===== config.mk =====
export PLATFORM = sky130hd
export DESIGN_NAME = pim_bank_sched
export DESIGN_NICKNAME = d
export VERILOG_FILES = /design/src/rtl/pim_sched_pkg.sv /design/src/rtl/pim_req_fifo.sv /design/src/rtl/pim_sched_ctrl.sv /design/src/rtl/pim_sched_dp.sv /design/src/rtl/pim_bank_sched.sv
export SDC_FILE = /design/constraint.sdc
export NUM_CORES = 1
export LEC_CHECK = 0
export ABC_AREA = 1
export CORE_MARGIN = 5
export CORE_UTILIZATION = 30
export DETAILED_ROUTE_END_ITERATION = 12
export PLACE_DENSITY_LB_ADDON = 0.12
export SETUP_SLACK_MARGIN = 0.1
export SYNTH_ARGS = -nofsm -noshare
export SYNTH_HDL_FRONTEND = slang
export SYNTH_SLANG_ARGS = --single-unit

===== constraint.sdc =====
create_clock -name clk -period 3.7 [get_ports clk]
set_clock_uncertainty 0.15 [all_clocks]
set_input_delay 0.74 -clock clk [delete_from_list [all_inputs] [get_ports clk]]
set_output_delay 0.74 -clock clk [all_outputs]
set_load 0.005 [all_outputs]

===== src/rtl/pim_sched_pkg.sv =====
package pim_sched_pkg;

  typedef enum logic [2:0] {
    CMD_NONE    = 3'd0,
    CMD_ACT_C   = 3'd1,
    CMD_PRE_R   = 3'd2,
    CMD_ACT_S   = 3'd3,
    CMD_SENSE_B = 3'd4,
    CMD_PRE_B   = 3'd5
  } cmd_e;

  // strobes from control to datapath
  typedef struct packed {
    logic cStart;
    logic xStart;
    cmd_e cOp;
    cmd_e xOp;
    logic xDstSel;
    logic cDone;
    logic xDone;
  } strobe_t;

  // conflict flags from datapath to control
  typedef struct packed {
    logic cBlocked;
    logic xBlocked;
    logic headClash;
  } status_t;

endpackage


===== src/rtl/pim_req_fifo.sv =====
module pim_req_fifo #(
  parameter int WIDTH = 8,
  parameter int DEPTH = 4
) (
  input  logic             clk,
  input  logic             rst,
  input  logic             push,
  input  logic [WIDTH-1:0] pushData,
  input  logic             pop,
  output logic             ready,
  output logic             headValid,
  output logic [WIDTH-1:0] headData
);

  localparam int PTR_W = (DEPTH > 1) ? $clog2(DEPTH) : 1;
  localparam int CNT_W = $clog2(DEPTH + 1);

  logic [WIDTH-1:0] store [DEPTH];
  logic [PTR_W-1:0] rdPtr, wrPtr;
  logic [CNT_W-1:0] fill;
  logic             doPush, doPop;

  function automatic logic [PTR_W-1:0] nextPtr(input logic [PTR_W-1:0] p);
    return (p == PTR_W'(DEPTH - 1)) ? '0 : p + 1'b1;
  endfunction

  assign ready     = fill < CNT_W'(DEPTH);
  assign headValid = fill != '0;
  assign headData  = store[rdPtr];
  assign doPush    = push && ready;
  assign doPop     = pop && headValid;

  always_ff @(posedge clk) begin
    if (doPush) store[wrPtr] <= pushData;
  end

  always_ff @(posedge clk) begin
    if (rst) begin
      rdPtr <= '0;
      wrPtr <= '0;
      fill  <= '0;
    end else begin
      if (doPush) wrPtr <= nextPtr(wrPtr);
      if (doPop)  rdPtr <= nextPtr(rdPtr);
      case ({doPush, doPop})
        2'b10:   fill <= fill + 1'b1;
        2'b01:   fill <= fill - 1'b1;
        default: fill <= fill;
      endcase
    end
  end

endmodule


===== src/rtl/pim_sched_ctrl.sv =====
module pim_sched_ctrl
  import pim_sched_pkg::*;
#(
  parameter int T_RCD   = 3,
  parameter int T_OP    = 4,
  parameter int T_RP    = 2,
  parameter int T_ACTS  = 3,
  parameter int T_OVL   = 1,
  parameter int T_SENSE = 2,
  parameter int T_PREB  = 2
) (
  input  logic    clk,
  input  logic    rst,
  input  logic    cHeadValid,
  input  logic    xHeadValid,
  input  status_t st,
  output strobe_t sb
);

  localparam int M1    = (T_RCD > T_OP) ? T_RCD : T_OP;
  localparam int M2    = (M1 > T_RP) ? M1 : T_RP;
  localparam int M3    = (M2 > T_ACTS) ? M2 : T_ACTS;
  localparam int M4    = (M3 > T_SENSE) ? M3 : T_SENSE;
  localparam int MAXT  = (M4 > T_PREB) ? M4 : T_PREB;
  localparam int CNT_W = $clog2(MAXT + 1);

  typedef enum logic [1:0] {C_IDLE, C_RCD, C_OP, C_RP} cstate_e;
  typedef enum logic [2:0] {X_IDLE, X_ACT1, X_ACT2, X_SENSE, X_PREB} xstate_e;

  cstate_e          cState;
  xstate_e          xState;
  logic [CNT_W-1:0] cCnt, xCnt;
  logic             prioC;
  logic             cCan, xCan, clash;
  logic             cZero, xZero;

  assign cZero = cCnt == '0;
  assign xZero = xCnt == '0;

  always_comb begin
    sb    = '0;
    cCan  = cHeadValid && (cState == C_IDLE) && !st.cBlocked;
    xCan  = xHeadValid && (xState == X_IDLE) && !st.xBlocked;
    clash = cCan && xCan && st.headClash;
    sb.cStart = cCan && (!clash || prioC);
    sb.xStart = xCan && (!clash || !prioC);

    if (sb.cStart)                    sb.cOp = CMD_ACT_C;
    else if (cState == C_OP && cZero) sb.cOp = CMD_PRE_R;
    else                              sb.cOp = CMD_NONE;
    sb.cDone = (cState == C_RP) && cZero;

    if (sb.xStart)                       sb.xOp = CMD_ACT_S;
    else if (xState == X_ACT1 && xZero) begin
      sb.xOp     = CMD_ACT_S;
      sb.xDstSel = 1'b1;
    end
    else if (xState == X_ACT2 && xZero)  sb.xOp = CMD_SENSE_B;
    else if (xState == X_SENSE && xZero) sb.xOp = CMD_PRE_B;
    else                                 sb.xOp = CMD_NONE;
    sb.xDone = (xState == X_PREB) && xZero;
  end

  always_ff @(posedge clk) begin
    if (rst) begin
      cState <= C_IDLE;
      xState <= X_IDLE;
      cCnt   <= '0;
      xCnt   <= '0;
      prioC  <= 1'b1;
    end else begin
      if (clash) prioC <= sb.xStart;

      case (cState)
        C_IDLE: if (sb.cStart) begin
          cState <= C_RCD;
          cCnt   <= CNT_W'(T_RCD - 1);
        end
        C_RCD: if (cZero) begin
          cState <= C_OP;
          cCnt   <= CNT_W'(T_OP - 1);
        end else cCnt <= cCnt - 1'b1;
        C_OP: if (cZero) begin
          cState <= C_RP;
          cCnt   <= CNT_W'(T_RP - 1);
        end else cCnt <= cCnt - 1'b1;
        C_RP: if (cZero) cState <= C_IDLE;
              else cCnt <= cCnt - 1'b1;
        default: cState <= C_IDLE;
      endcase

      case (xState)
        X_IDLE: if (sb.xStart) begin
          xState <= X_ACT1;
          xCnt   <= CNT_W'(T_ACTS - T_OVL - 1);
        end
        X_ACT1: if (xZero) begin
          xState <= X_ACT2;
          xCnt   <= CNT_W'(T_ACTS - 1);
        end else xCnt <= xCnt - 1'b1;
        X_ACT2: if (xZero) begin
          xState <= X_SENSE;
          xCnt   <= CNT_W'(T_SENSE - 1);
        end else xCnt <= xCnt - 1'b1;
        X_SENSE: if (xZero) begin
          xState <= X_PREB;
          xCnt   <= CNT_W'(T_PREB - 1);
        end else xCnt <= xCnt - 1'b1;
        X_PREB: if (xZero) xState <= X_IDLE;
                else xCnt <= xCnt - 1'b1;
        default: xState <= X_IDLE;
      endcase
    end
  end

endmodule


===== src/rtl/pim_sched_dp.sv =====
module pim_sched_dp
  import pim_sched_pkg::*;
#(
  parameter int NUM_SEG = 4,
  parameter int SUB_W   = 3,
  parameter int TAG_W   = 4
) (
  input  logic               clk,
  input  logic               rst,
  input  strobe_t            sb,
  input  logic [SUB_W-1:0]   cHeadSub,
  input  logic [TAG_W-1:0]   cHeadTag,
  input  logic [SUB_W-1:0]   xHeadSrc,
  input  logic [SUB_W-1:0]   xHeadDst,
  input  logic [TAG_W-1:0]   xHeadTag,
  output status_t            st,
  output logic [2:0]         cCmdOp,
  output logic [SUB_W-1:0]   cCmdSub,
  output logic [TAG_W-1:0]   cCmdTag,
  output logic [2:0]         xCmdOp,
  output logic [SUB_W-1:0]   xCmdSub,
  output logic [TAG_W-1:0]   xCmdTag,
  output logic [NUM_SEG-1:0] busSegHeld,
  output logic               compDone,
  output logic [TAG_W-1:0]   compDoneTag,
  output logic               xferDone,
  output logic [TAG_W-1:0]   xferDoneTag
);

  logic [SUB_W-1:0] cSubQ, xSrcQ, xDstQ, segLo, segHi;
  logic [TAG_W-1:0] cTagQ, xTagQ;
  logic             cAct, xAct;

  assign st.cBlocked  = xAct && (cHeadSub == xSrcQ || cHeadSub == xDstQ);
  assign st.xBlocked  = cAct && (xHeadSrc == cSubQ || xHeadDst == cSubQ);
  assign st.headClash = (cHeadSub == xHeadSrc) || (cHeadSub == xHeadDst);

  assign segLo = (xSrcQ < xDstQ) ? xSrcQ : xDstQ;
  assign segHi = (xSrcQ < xDstQ) ? xDstQ : xSrcQ;

  for (genvar g = 0; g < NUM_SEG; g++) begin : gSeg
    assign busSegHeld[g] = xAct && (SUB_W'(g) >= segLo) && (SUB_W'(g) < segHi);
  end

  always_ff @(posedge clk) begin
    if (rst) begin
      cAct     <= 1'b0;
      xAct     <= 1'b0;
      cSubQ    <= '0;
      cTagQ    <= '0;
      xSrcQ    <= '0;
      xDstQ    <= '0;
      xTagQ    <= '0;
      cCmdOp   <= CMD_NONE;
      cCmdSub  <= '0;
      cCmdTag  <= '0;
      xCmdOp   <= CMD_NONE;
      xCmdSub  <= '0;
      xCmdTag  <= '0;
      compDone <= 1'b0;
      compDoneTag <= '0;
      xferDone <= 1'b0;
      xferDoneTag <= '0;
    end else begin
      if (sb.cStart) begin
        cAct  <= 1'b1;
        cSubQ <= cHeadSub;
        cTagQ <= cHeadTag;
      end else if (sb.cDone) cAct <= 1'b0;

      if (sb.xStart) begin
        xAct  <= 1'b1;
        xSrcQ <= xHeadSrc;
        xDstQ <= xHeadDst;
        xTagQ <= xHeadTag;
      end else if (sb.xDone) xAct <= 1'b0;

      cCmdOp  <= sb.cOp;
      cCmdSub <= sb.cStart ? cHeadSub : cSubQ;
      cCmdTag <= sb.cStart ? cHeadTag : cTagQ;
      xCmdOp  <= sb.xOp;
      xCmdSub <= sb.xStart ? xHeadSrc : (sb.xDstSel ? xDstQ : xSrcQ);
      xCmdTag <= sb.xStart ? xHeadTag : xTagQ;

      compDone    <= sb.cDone;
      compDoneTag <= cTagQ;
      xferDone    <= sb.xDone;
      xferDoneTag <= xTagQ;
    end
  end

endmodule


===== src/rtl/pim_bank_sched.sv =====
module pim_bank_sched
  import pim_sched_pkg::*;
#(
  parameter int NUM_SEG = 4,
  parameter int TAG_W   = 4,
  parameter int QDEPTH  = 4,
  parameter int T_RCD   = 3,
  parameter int T_OP    = 4,
  parameter int T_RP    = 2,
  parameter int T_ACTS  = 3,
  parameter int T_OVL   = 1,
  parameter int T_SENSE = 2,
  parameter int T_PREB  = 2,
  localparam int NUM_SUB = NUM_SEG + 1,
  localparam int SUB_W   = $clog2(NUM_SUB)
) (
  input  logic               clk,
  input  logic               rst,
  input  logic               cReqValid,
  output logic               cReqReady,
  input  logic [SUB_W-1:0]   cReqSub,
  input  logic [TAG_W-1:0]   cReqTag,
  input  logic               xReqValid,
  output logic               xReqReady,
  input  logic [SUB_W-1:0]   xReqSrc,
  input  logic [SUB_W-1:0]   xReqDst,
  input  logic [TAG_W-1:0]   xReqTag,
  output logic [2:0]         cCmdOp,
  output logic [SUB_W-1:0]   cCmdSub,
  output logic [TAG_W-1:0]   cCmdTag,
  output logic [2:0]         xCmdOp,
  output logic [SUB_W-1:0]   xCmdSub,
  output logic [TAG_W-1:0]   xCmdTag,
  output logic [NUM_SEG-1:0] busSegHeld,
  output logic               compDone,
  output logic [TAG_W-1:0]   compDoneTag,
  output logic               xferDone,
  output logic [TAG_W-1:0]   xferDoneTag
);

  localparam int CW = SUB_W + TAG_W;
  localparam int XW = 2 * SUB_W + TAG_W;

  strobe_t         sb;
  status_t         st;
  logic            cHeadValid, xHeadValid;
  logic [CW-1:0]   cHead;
  logic [XW-1:0]   xHead;

  pim_req_fifo #(.WIDTH(CW), .DEPTH(QDEPTH)) u_cQueue (
    .clk(clk), .rst(rst), .push(cReqValid), .pushData({cReqSub, cReqTag}),
    .pop(sb.cStart), .ready(cReqReady), .headValid(cHeadValid), .headData(cHead)
  );

  pim_req_fifo #(.WIDTH(XW), .DEPTH(QDEPTH)) u_xQueue (
    .clk(clk), .rst(rst), .push(xReqValid), .pushData({xReqSrc, xReqDst, xReqTag}),
    .pop(sb.xStart), .ready(xReqReady), .headValid(xHeadValid), .headData(xHead)
  );

  pim_sched_ctrl #(
    .T_RCD(T_RCD), .T_OP(T_OP), .T_RP(T_RP), .T_ACTS(T_ACTS),
    .T_OVL(T_OVL), .T_SENSE(T_SENSE), .T_PREB(T_PREB)
  ) u_ctrl (
    .clk(clk), .rst(rst), .cHeadValid(cHeadValid), .xHeadValid(xHeadValid),
    .st(st), .sb(sb)
  );

  pim_sched_dp #(.NUM_SEG(NUM_SEG), .SUB_W(SUB_W), .TAG_W(TAG_W)) u_dp (
    .clk(clk), .rst(rst), .sb(sb),
    .cHeadSub(cHead[CW-1:TAG_W]), .cHeadTag(cHead[TAG_W-1:0]),
    .xHeadSrc(xHead[XW-1:SUB_W+TAG_W]), .xHeadDst(xHead[SUB_W+TAG_W-1:TAG_W]),
    .xHeadTag(xHead[TAG_W-1:0]),
    .st(st),
    .cCmdOp(cCmdOp), .cCmdSub(cCmdSub), .cCmdTag(cCmdTag),
    .xCmdOp(xCmdOp), .xCmdSub(xCmdSub), .xCmdTag(xCmdTag),
    .busSegHeld(busSegHeld),
    .compDone(compDone), .compDoneTag(compDoneTag),
    .xferDone(xferDone), .xferDoneTag(xferDoneTag)
  );

endmodule


Word-level counts from Yosys, hierarchy flattened
Memories as Yosys holds them, arrays and structs flattened. A register that Yosys moved wholly into a read port is not among the register bits.
Cells that the tools add are included.
{"block": "op_classes", "shifts": 0, "muxes": 50, "n_mul": 0, "bitwise": 0, "n_eq_ne": 32, "order_cmp": 11, "div_mod_pow": 0, "n_addsub": 10, "n_reduce_logical": 55}
{"cell": "$mux 3", "n": 18}
{"cell": "$mux 2", "n": 15}
{"cell": "$logic_and 1x1->1", "n": 28}
{"cell": "$pmux 3 s4", "n": 2}
{"cell": "$eq 3x3->1", "n": 6}
{"cell": "$eq 2x2->1 const B", "n": 8}
{"cell": "$pmux 3 s5", "n": 1}
{"cell": "$ne 2x1->1 const B", "n": 7}
{"cell": "$pmux 3 s2", "n": 2}
{"cell": "$sub 3x1->3 const B", "n": 4}
{"cell": "$mux 1", "n": 11}
{"cell": "$logic_not 3->1", "n": 3}
{"cell": "$add 2x1->2 const B", "n": 4}
{"cell": "$ne 2x2->1 const B", "n": 4}
{"cell": "$pmux 2 s4", "n": 1}
{"cell": "$reduce_bool 2->1", "n": 4}
{"cell": "$add 3x1->3 const B", "n": 2}
{"cell": "$eq 2x1->1 const B", "n": 3}
{"cell": "$eq 3x2->1 const B", "n": 2}
{"cell": "$ge 1x3->1 const A", "n": 2}
{"cell": "$ge 2x3->1 const A", "n": 2}
{"cell": "$lt 1x3->1 const A", "n": 2}
{"cell": "$lt 2x3->1 const A", "n": 2}
{"cell": "$lt 3x3->1 const B", "n": 2}
{"cell": "other kinds (14)", "n": 23}
{"block": "totals", "wordCells": 187, "regBits": 63, "latchBits": 0, "ram_bits": 68, "mem_count": 2, "romBits": 0}
{"name": "u_xQueue.store", "words": 4, "width": 10, "rd": 1, "rd_ports_with_merged_regs": 1, "wr": 1, "line_no": "pim_req_fifo.sv:18", "source": "logic [WIDTH-1:0] store [DEPTH];"}
{"name": "u_cQueue.store", "words": 4, "width": 7, "rd": 1, "rd_ports_with_merged_regs": 1, "wr": 1, "line_no": "pim_req_fifo.sv:18"}

Logic depth before layout (Yosys ltp)
Gate-level depths: netlist of the first run.
{"block": "logic_depth", "ltp_word": 13, "mapped_depth": 24, "mapped_depth_nobuf": 23}

By module
Synthesis of the first run repeated with hierarchy kept, for this count alone.
{"block": "unflattened", "hier_cells": 650, "hier_area_um2": 6155.9}
{"mod": "pim_req_fifo at u_xQueue", "n_inst": 1, "area_each_um2": 1973.1, "seq_area_each_um2": 1381.3, "cells_per_inst": 162}
{"mod": "pim_sched_dp", "n_inst": 1, "area_each_um2": 1660.3, "seq_area_each_um2": 760.7, "cells_per_inst": 208}
{"mod": "pim_req_fifo at u_cQueue", "n_inst": 1, "area_each_um2": 1529.0, "seq_area_each_um2": 1021.0, "cells_per_inst": 132}
{"mod": "pim_sched_ctrl", "n_inst": 1, "area_each_um2": 993.5, "seq_area_each_um2": 240.2, "cells_per_inst": 148}

Least setup slack after synthesis of the first run
OpenSTA, ideal clock, no wires.
{"block": "synth_path", "kind": "register to register", "startpoint": "reg (tool-made name)", "endpoint": "reg u_xQueue.fill[2]", "n_path_buf": 2, "arrival_ps": 2528, "period_less_slack_ps": 2800, "path_slack_ps": 900, "path_stages_with_launch": 24, "path_cell_list": "dfxtp_1 -> inv_2 -> buf_6 -> nand2_2 -> nand3_1 -> nand2_1 -> nand2_1 -> nand2_1 -> nand3_1 -> nand2_1 -> nand2_1 -> nand2_1 -> nor2_2 -> nand2_1 -> nand2_2 -> inv_1 -> buf_4 -> ha_1 -> inv_1 -> fa_1 -> a21oi_1 -> o21ai_0 -> o21ai_0 -> a21oi_1"}
{"element": "end signal, assigned", "line_no": "pim_req_fifo.sv:46", "source": "2'b10: fill <= fill + 1'b1;"}
{"element": "end signal, assigned", "line_no": "pim_req_fifo.sv:47", "source": "2'b01: fill <= fill - 1'b1;"}
{"element": "end signal, assigned", "line_no": "pim_req_fifo.sv:48", "source": "default: fill <= fill;"}
{"element": "end, declared", "line_no": "pim_req_fifo.sv:20", "source": "logic [CNT_W-1:0] fill;"}

Final worst setup path of the first run
{"block": "layout_path", "startpoint": "reg u_dp.xDstQ[2]", "endpoint": "out busSegHeld[0]"}
{"block": "layout_via", "elab_chain_len": 5}
{"element": "start, declared", "line_no": "pim_sched_dp.sv:30", "source": "logic [SUB_W-1:0] cSubQ, xSrcQ, xDstQ, segLo, segHi;"}
{"element": "start signal, assigned", "line_no": "pim_sched_dp.sv:74", "source": "xDstQ <= xHeadDst;"}
{"element": "$lt 3x3->1", "line_no": "pim_sched_dp.sv:38, pim_sched_dp.sv:39"}
{"element": "$mux 3", "line_no": "pim_sched_dp.sv:38", "source": "assign segLo = (xSrcQ < xDstQ) ? xSrcQ : xDstQ;"}
{"element": "$ge 1x3->1", "line_no": "pim_sched_dp.sv:42", "source": "assign busSegHeld[g] = xAct && (SUB_W'(g) >= segLo) && (SUB_W'(g) < segHi);"}
{"element": "$logic_and 1x1->1", "line_no": "pim_sched_dp.sv:42"}
{"element": "$logic_and 1x1->1 *", "line_no": "pim_sched_dp.sv:42"}
{"element": "end, declared", "line_no": "pim_bank_sched.sv:34", "source": "output logic [NUM_SEG-1:0] busSegHeld,"}
Every way passes the cells marked *; elsewhere a longest branch is shown, timed or not.

==> metrics.md, run 1 <==
| Metric | Value |
|---|---|
| Outcome | finished clean |
| Die area | 23120 µm² |
| Clk buf depth | 2 |
| Largest net degree at the start of global routing | 31 |
| Met3 Track Usage GR | 3.271% |
| Routed Wire Length | 14.67 mm |
| First-iteration detailed-routing DRC count | 234 |
| Row cnt | 52 |
| Setup bufs post-CTS | 0 |
| Top FF cell, synth | edfxtp_1 |
| Grt total ovfl | 0 |
| Post-synth ARST share | 0% |
| Clk sinks | 135 |
| Nets@finish | 807 |
| Sum Neg Setup Slack | 0 ns |
| Crit Path Max Fanout | 8 |
| Post-synthesis sequential area ratio | 55.89% |
| Synthesis-to-finish area growth | 24.95% |
| Post-synth cell types | 33 |
| Vias in the first global route | 4696 |
| Ys Warns | 0 |
| Starting density of the core | 30.21% |
| Non-filler cells, final | 1042 |
| First-pass GRT wire length | 23.64 mm |
| Buf+Inv Stages, Crit Path | 3 |
| Post-synth EDFFs | 68 |
| PwrDens | 883.8 nW/µm² |
| Final-report max-slew violation count | 0 |
| Crit path largest cell delay | 0.55 ns |
| Crit-path leading delay family | buffers and inverters |
| IO Pins | 57 |
| RSZ-0062 raised after global routing | true |
| Drt via density | 4.471 |
| TritonCTS clock tree | built |
| Post-synthesis net count | 736 |
| Final Hold Viols | 0 |
| Slowest stage cell, crit path | clkdlybuf4s50_1 |
| Total track usage | 12.85% |
| Syn_area_per_cell | 8.798 µm² |
| Height of the die | 152.1 µm |
| Synthesized flop and latch total | 135 |
| Grt peak-use layer | met2 |
| Global placement routability congestion | 0.7946 |
| Met1 Use GR | 15.56% |
| CTS root buf | clkbuf_16 |
| Htree depth | 4 |
| # DRC | 0 |
| Final setup violation count | 0 |
| Ant diodes | 0 |
| Initial antenna violation count | 0 |
| Critical Path AT | 2.56 ns |
| Placed cell areas | 6929 µm² |
| Number of max-cap violations | 0 |
| Fmax achieved | 0.2899 GHz |
| Reg clk slew, reported paths | 0.06 ns |
| Routed WL per cell | 14.08 µm |
| Die W | 152.1 µm |
| Peak supply drop | 322.9 µV |
| Tightest Pin Transition | 0.7889 ns |
| Worst-Skew Late Latency | 0.42 ns |
| Synth Cell Area | 6053 µm² |
| Slew HR | 47.21% |
| M2 GR Usage | 21.76% |
| Finished Cell Area | 7564 µm² |
| Most used cell, CP | inv_1 |
| Leakage | 3.077 nW |
| Cts bufs inserted | 17 |
| Min cycle time layout | 3.449 ns |
| Class of the worst hold path | reg2reg |
| Setup Crit Path Kind | reg2out |
| Pre-Repair DR Iteration Count | 4 |
| Core Box Area | 20040 µm² |
| Final Cycle Share | 93.22% |
| Nature of the critical path startpoint | flop |
| Routed Antenna Nets | 0 |
| Crit path required time | 2.81 ns |
| HPWL Detailed | 9.984 mm |
| Crit path capture type | output pin |
| DP Cell Count | 1008 |
| Crit-path cells | inv_1, ha_1, o21bai_2, nand2_1, o21ai_0, inv_1, a211oi_2, clkdlybuf4s50_1 |
| Port-buffer cells | 55 |
| Vias | 4659 |
| Syn Inst Count | 688 |
| Layout cells sized above 1 | 8.549% |
placed cells by master, fill, tap and decap left out, types with 3 or more instances in the layout:
| cell | instances |
|---|---|
| nand2_1 | 179 |
| o21ai_1 | 4 |
| nor2_1 | 82 |
| clkdlybuf4s50_1 | 54 |
| a31oi_1 | 3 |
| clkinv_4 | 5 |
| inv_2 | 3 |
| a211oi_1 | 9 |
| o22ai_1 | 8 |
| nand3_1 | 37 |
| dfxtp_1 | 65 |
| nand2_2 | 7 |
| a21oi_1 | 34 |
| ha_1 | 25 |
| clkbuf_16 | 18 |
| o21ai_0 | 45 |
| buf_4 | 13 |
| edfxtp_1 | 68 |
| clkinvlp_4 | 5 |
| inv_1 | 78 |
path summary, 6_finish.rpt:
path,depth (start not counted),slack [ns],start,end
worst max register to register,22,0.58,flop,u_cQueue.fill[2]
worst min-delay path,2,0.30,u_dp.cTagQ[3],u_dp.compDoneTag[3]
worst max-delay path,8,0.25,u_dp.xDstQ[2],busSegHeld[0]
worst min register to register,2,0.30,u_dp.cTagQ[3],u_dp.compDoneTag[3]
through the flow:
stage          power, mW  utilization [%]  worst slack [ns]  hold WS [ns]
6_report           6.685            37.74            0.2509        0.2987
2_1_floorplan      4.056                -            0.8998        0.2854
3_5_place_dp       4.979            34.58            0.2333        0.2899
3_3_place_gp       4.929            34.58            0.2957        0.2868
5_1_grt            7.261            37.74           0.08066        0.3252
4_1_cts            6.739            37.61            0.1268        0.3009
tightest hold or removal path, cell delays in order (launching register included):
cell     delay [ns]
dfxtp_1        0.30
inv_1          0.06
nor2_1         0.04
per-layer routing:
metal | vias to the layer above | routed length (µm)
li1 | 2396 | -
met3 | 22 | 522
met1 | 2155 | 6740
met2 | 86 | 7086
met5 | - | 0
met4 | 0 | 319
Yosys cell counts (all sizes together) (2+ instances only):
cell / instances / share of area [%]
o21ai: 49 / 4.1
nand3: 37 / 3.1
o211ai: 2 / 0.25
a21oi: 34 / 2.8
nand2: 188 / 12
ha: 25 / 5.2
o21bai: 3 / 0.37
dfxtp: 67 / 22
o22ai: 8 / 0.83
clkbuf: 5 / 0.31
a31oi: 3 / 0.31
inv: 82 / 5.1
fa: 2 / 0.66
a211oi: 10 / 1.2
edfxtp: 68 / 34
nor2: 84 / 5.4
buf: 13 / 1.5
cell type report:
class,count,area (µm²)
Clock buffer,19,454.2
Clock inverter,13,145.1
Fill cell,2092,12480
Inverter,82,311.5
Multi-Input combinational cell,453,2267
Sequential cell,135,3386
Tap cell,270,337.8
Timing Repair Buffer,68,646.9
Timing Repair inverter,2,15.01
state kept, by name (all words and copies together), names as in the netlist, 4 cells and up, named ones only:
signal,count
u_cQueue.store,28
u_dp.cTagQ,4
u_dp.compDoneTag,4
u_dp.xTagQ,4
u_dp.xferDoneTag,4
u_xQueue.store,40
logic make-up (layout without fill, tap and decap cells):
family | Yosys count | after routing | share of synthesized area [%]
compound gates | 111 | 111 | 10.13
xor+xnor | 1 | 1 | 0.1447
fa+ha+maj | 27 | 27 | 5.829
buf+inv | 100 | 184 | 6.904
flops | 135 | 135 | 55.89
other cells | 1 | 1 | 0.06195
simple gates | 313 | 313 | 21.04
what timing repair did:
| action | 4_1_cts | 5_1_grt |
|---|---|---|
| hold buffers | 0 | 0 |
| setup endpoints to repair | 2 | 4 |
| gates resized for setup | 3 | 7 |
| cloned | 0 | 2 |
where the power goes:
group	internal (mW)	switching [mW]	total [mW]
combinational	1.03	1.78	2.81
clock	1.04	0.660	1.70
sequential	1.96	0.211	2.17
Note: power is estimated with default switching activity, not from simulation.
==> run 2: changes to the inputs <==
--- a/config.mk
+++ b/config.mk
@@ -11,6 +11,7 @@
 export DETAILED_ROUTE_END_ITERATION = 12
 export PLACE_DENSITY_LB_ADDON = 0.12
 export SETUP_SLACK_MARGIN = 0.1
+export SKIP_LAST_GASP = 1
 export SYNTH_ARGS = -nofsm -noshare
 export SYNTH_HDL_FRONTEND = slang
 export SYNTH_SLANG_ARGS = --single-unit
==> results of run 2 <==
Final layout, timing and power as in run 1 (identical DEF).
==> run 3: changes to the inputs <==
--- a/config.mk
+++ b/config.mk
@@ -5,8 +5,6 @@
 export SDC_FILE = /design/constraint.sdc
 export NUM_CORES = 1
 export LEC_CHECK = 0
-export ABC_AREA = 1
-export CORE_MARGIN = 5
 export CORE_UTILIZATION = 30
 export DETAILED_ROUTE_END_ITERATION = 12
 export PLACE_DENSITY_LB_ADDON = 0.12
==> run 3 against run 2 <==
Non-clock buffer count shrank 1. Sequential share of layout area rose by 0.18 points. Flip-flop and latch count unchanged. First-iteration DRC count down 9.8%. Fmax rose by 1.7%. Critical path type unchanged.
==> metrics.md, run 3 <==
| Metric | Value |
|---|---|
| Pwr Total | 6.298 mW |
| Min cycle time layout | 3.393 ns |
| Max reg flops | 40 |
| Vias | 3914 |
| Post-synthesis sequential area ratio | 55.67% |
| Hold EP | u_ctrl.cCnt[1] |
| Slew HR | 51.38% |
| Routed Wire Length | 12.60 mm |
| Post-synth cell types | 57 |
| Final Cycle Share | 91.70% |
| Cts-stage hold buffer count | 0 |
| Hold Path Depth | 2 |
| R2R Path End | u_xQueue.fill[2] |
| Post-synth ARST share | 0% |
| Drt via density | 4.676 |
| PwrDens | 834.7 nW/µm² |
| Setup bufs post-CTS | 0 |
| Highest-count cells in the layout ignoring fill and taps | 68 x edfxtp_1, 63 x dfxtp_1, 55 x clkdlybuf4s50_1, 38 x nand2_1, 33 x nor2_1 |
| Synthesis-to-finish area growth | 24.15% |
| Top post-synthesis cells by area | edfxtp_1 34%, dfxtp_1 22%, ha_1 5.1% |
| HP Start | u_ctrl.cCnt[1] |
| IO Pins | 57 |
| Synthesized flop and latch total | 135 |
| Clk sinks | 135 |
| Largest net degree at the start of global routing | 41 |
| Post-synth EDFFs | 68 |
| Worst Hold Slack | 0.3227 ns |
| Reg2Reg Setup Slack | 0.35 ns |
| CTS resizes | 2 |
| Worst-Skew Late Latency | 0.41 ns |
| Core Box Area | 19650 µm² |
| Top-area cell type share of the netlist area | 33.60% |
| Outcome | finished clean |
| Die W | 144.3 µm |
| Synth cell count leaders | 68 x edfxtp_1, 67 x dfxtp_1, 38 x nand2_1 |
| Synth area leader | edfxtp_1 |
| Final-report max-slew violation count | 0 |
| Nature of the critical path startpoint | flop |
| Routed WL per cell | 15.06 µm |
| Pre-Repair DR Iteration Count | 5 |
| Row cnt | 51 |
| Post-synthesis net count | 544 |
| Crit path capture type | output pin |
| Layout cells sized above 1 | 13.46% |
| Setup Crit Path Kind | reg2out |
| Leakage | 2.692 nW |
| Final setup violation count | 0 |
| HPWL Detailed | 8.910 mm |
| Global placement routability congestion | 0.7980 |
| CTS root buf | clkbuf_16 |
| Height of the die | 144.3 µm |
| First-pass GRT wire length | 20.67 mm |
| Nets@finish | 607 |
| Htree depth | 4 |
| Most common cell after layout, fill and taps aside | edfxtp_1 |
| Routed Antenna Nets | 0 |
| Critical Path AT | 2.50 ns |
| Clk buf depth | 2 |
| Total track usage | 13.36% |
| Crit Path Max Fanout | 7 |
| Setup crit start | u_dp.xDstQ[2] |
| Class of the worst hold path | reg2reg |
| Ys Warns | 0 |
| Port-buffer cells | 55 |
| Grt total ovfl | 0 |
| Top FF cell, synth | edfxtp_1 |
| Top reg by flops | u_xQueue.store |
| Reg clk slew, reported paths | 0.06 ns |
| Peak supply drop | 332.0 µV |
| Final Hold Viols | 0 |
| # DRC | 0 |
| Fmax achieved | 0.2947 GHz |
| Syn Inst Count | 496 |
| Die area | 20830 µm² |
| RSZ-0062 raised after global routing | false |
| Cts bufs inserted | 17 |
| Top Registers | u_xQueue.store: 40 flops, u_cQueue.store: 28 flops |
| Crit path required time | 2.81 ns |
| Starting density of the core | 30.92% |
| Ant diodes | 0 |
| Initial antenna violation count | 0 |
| R2R cell count | 12 |
| First-iteration detailed-routing DRC count | 211 |
| Tightest Pin Transition | 0.7201 ns |
| Syn_area_per_cell | 12.25 µm² |
| Vias in the first global route | 3875 |
| Sum Neg Setup Slack | 0 ns |
| TritonCTS clock tree | built |
| Synth Cell Area | 6077 µm² |
| Count leader, synth | edfxtp_1 |
| Number of max-cap violations | 0 |
[run 3: changes by cell type after synthesis, sizes merged, moves of 17 or more]
cell   before  now
nand3      37    7
mux2i       0   17
nand2     188   38
nor2       84   33
and2        0   21
mux4        0   17
inv        82   28
o21ai      49   15
[run 3: worst max-delay path by stage]
stage                       endpoint  slack (ns)
global placement    u_cQueue.fill[2]        0.26
floorplan           u_cQueue.fill[2]        0.26
global route           busSegHeld[1]        0.12
CTS                    busSegHeld[1]        0.13
detailed placement  u_cQueue.fill[2]        0.12
finish                 busSegHeld[1]        0.31
[run 3: area by class of cell]
cell class | instances | area [µm²]
flip-flops and latches | 135 | 3391
inverters | 28 | 107.6
fillers | 1894 | 12110
clock inverters | 11 | 148.9
clock buffers | 21 | 450.4
repair buffers | 67 | 640.6
well taps | 265 | 331.6
multi-input cells | 310 | 2475
[run 3: kinds of logic after synthesis]
group | synth area share (%)
AOI/OAI and AO/OA | 7.495
xor gates and xnor gates | 3.315
adders and majority gates | 5.806
buffers and inverters | 3.747
DFF | 55.67
muxes | 11.63
other | 0.06171
and+or+nand+nor | 12.27
[run 3: per-layer routing]
layer	up-vias	wire (µm)	GRT usage [%]
li1	1922	-	-
met1	1918	6169	17.75
met2	66	5875	20.77
met3	8	384	3.212
met4	0	174	5.485
met5	-	0	0
[run 3: metrics by stage]
| step | area, µm² | instances | setup slack, ns | utilization [%] |
|---|---|---|---|---|
| final | 7545 | 837 | 0.3072 | 38.39 |
| after global routing | 7545 | 837 | 0.1156 | 38.39 |
| after CTS | 7533 | 837 | 0.1323 | 38.33 |
| after detailed placement | 6929 | 805 | 0.1207 | 35.26 |
| after global placement | 6929 | 805 | 0.2612 | 35.26 |
| after floorplan | 6077 | 496 | 0.2601 | - |
[run 3: power by group]
| group | switching [mW] | total (mW) | leakage (nW) | internal (mW) |
|---|---|---|---|---|
| clock network | 0.615 | 1.69 | 0.285 | 1.08 |
| logic | 1.26 | 2.44 | 1.23 | 1.17 |
| registers | 0.262 | 2.17 | 1.17 | 1.90 |
| total | 2.14 | 6.30 | 2.69 | 4.16 |
[run 3: critical path: stages (launching register included)]
cell and delay (ns):
dfxtp_2 0.38, inv_1 0.07, ha_1 0.33, o21bai_4 0.22, mux2_2 0.36, a211oi_1 0.20
clkdlybuf4s50_1 0.53
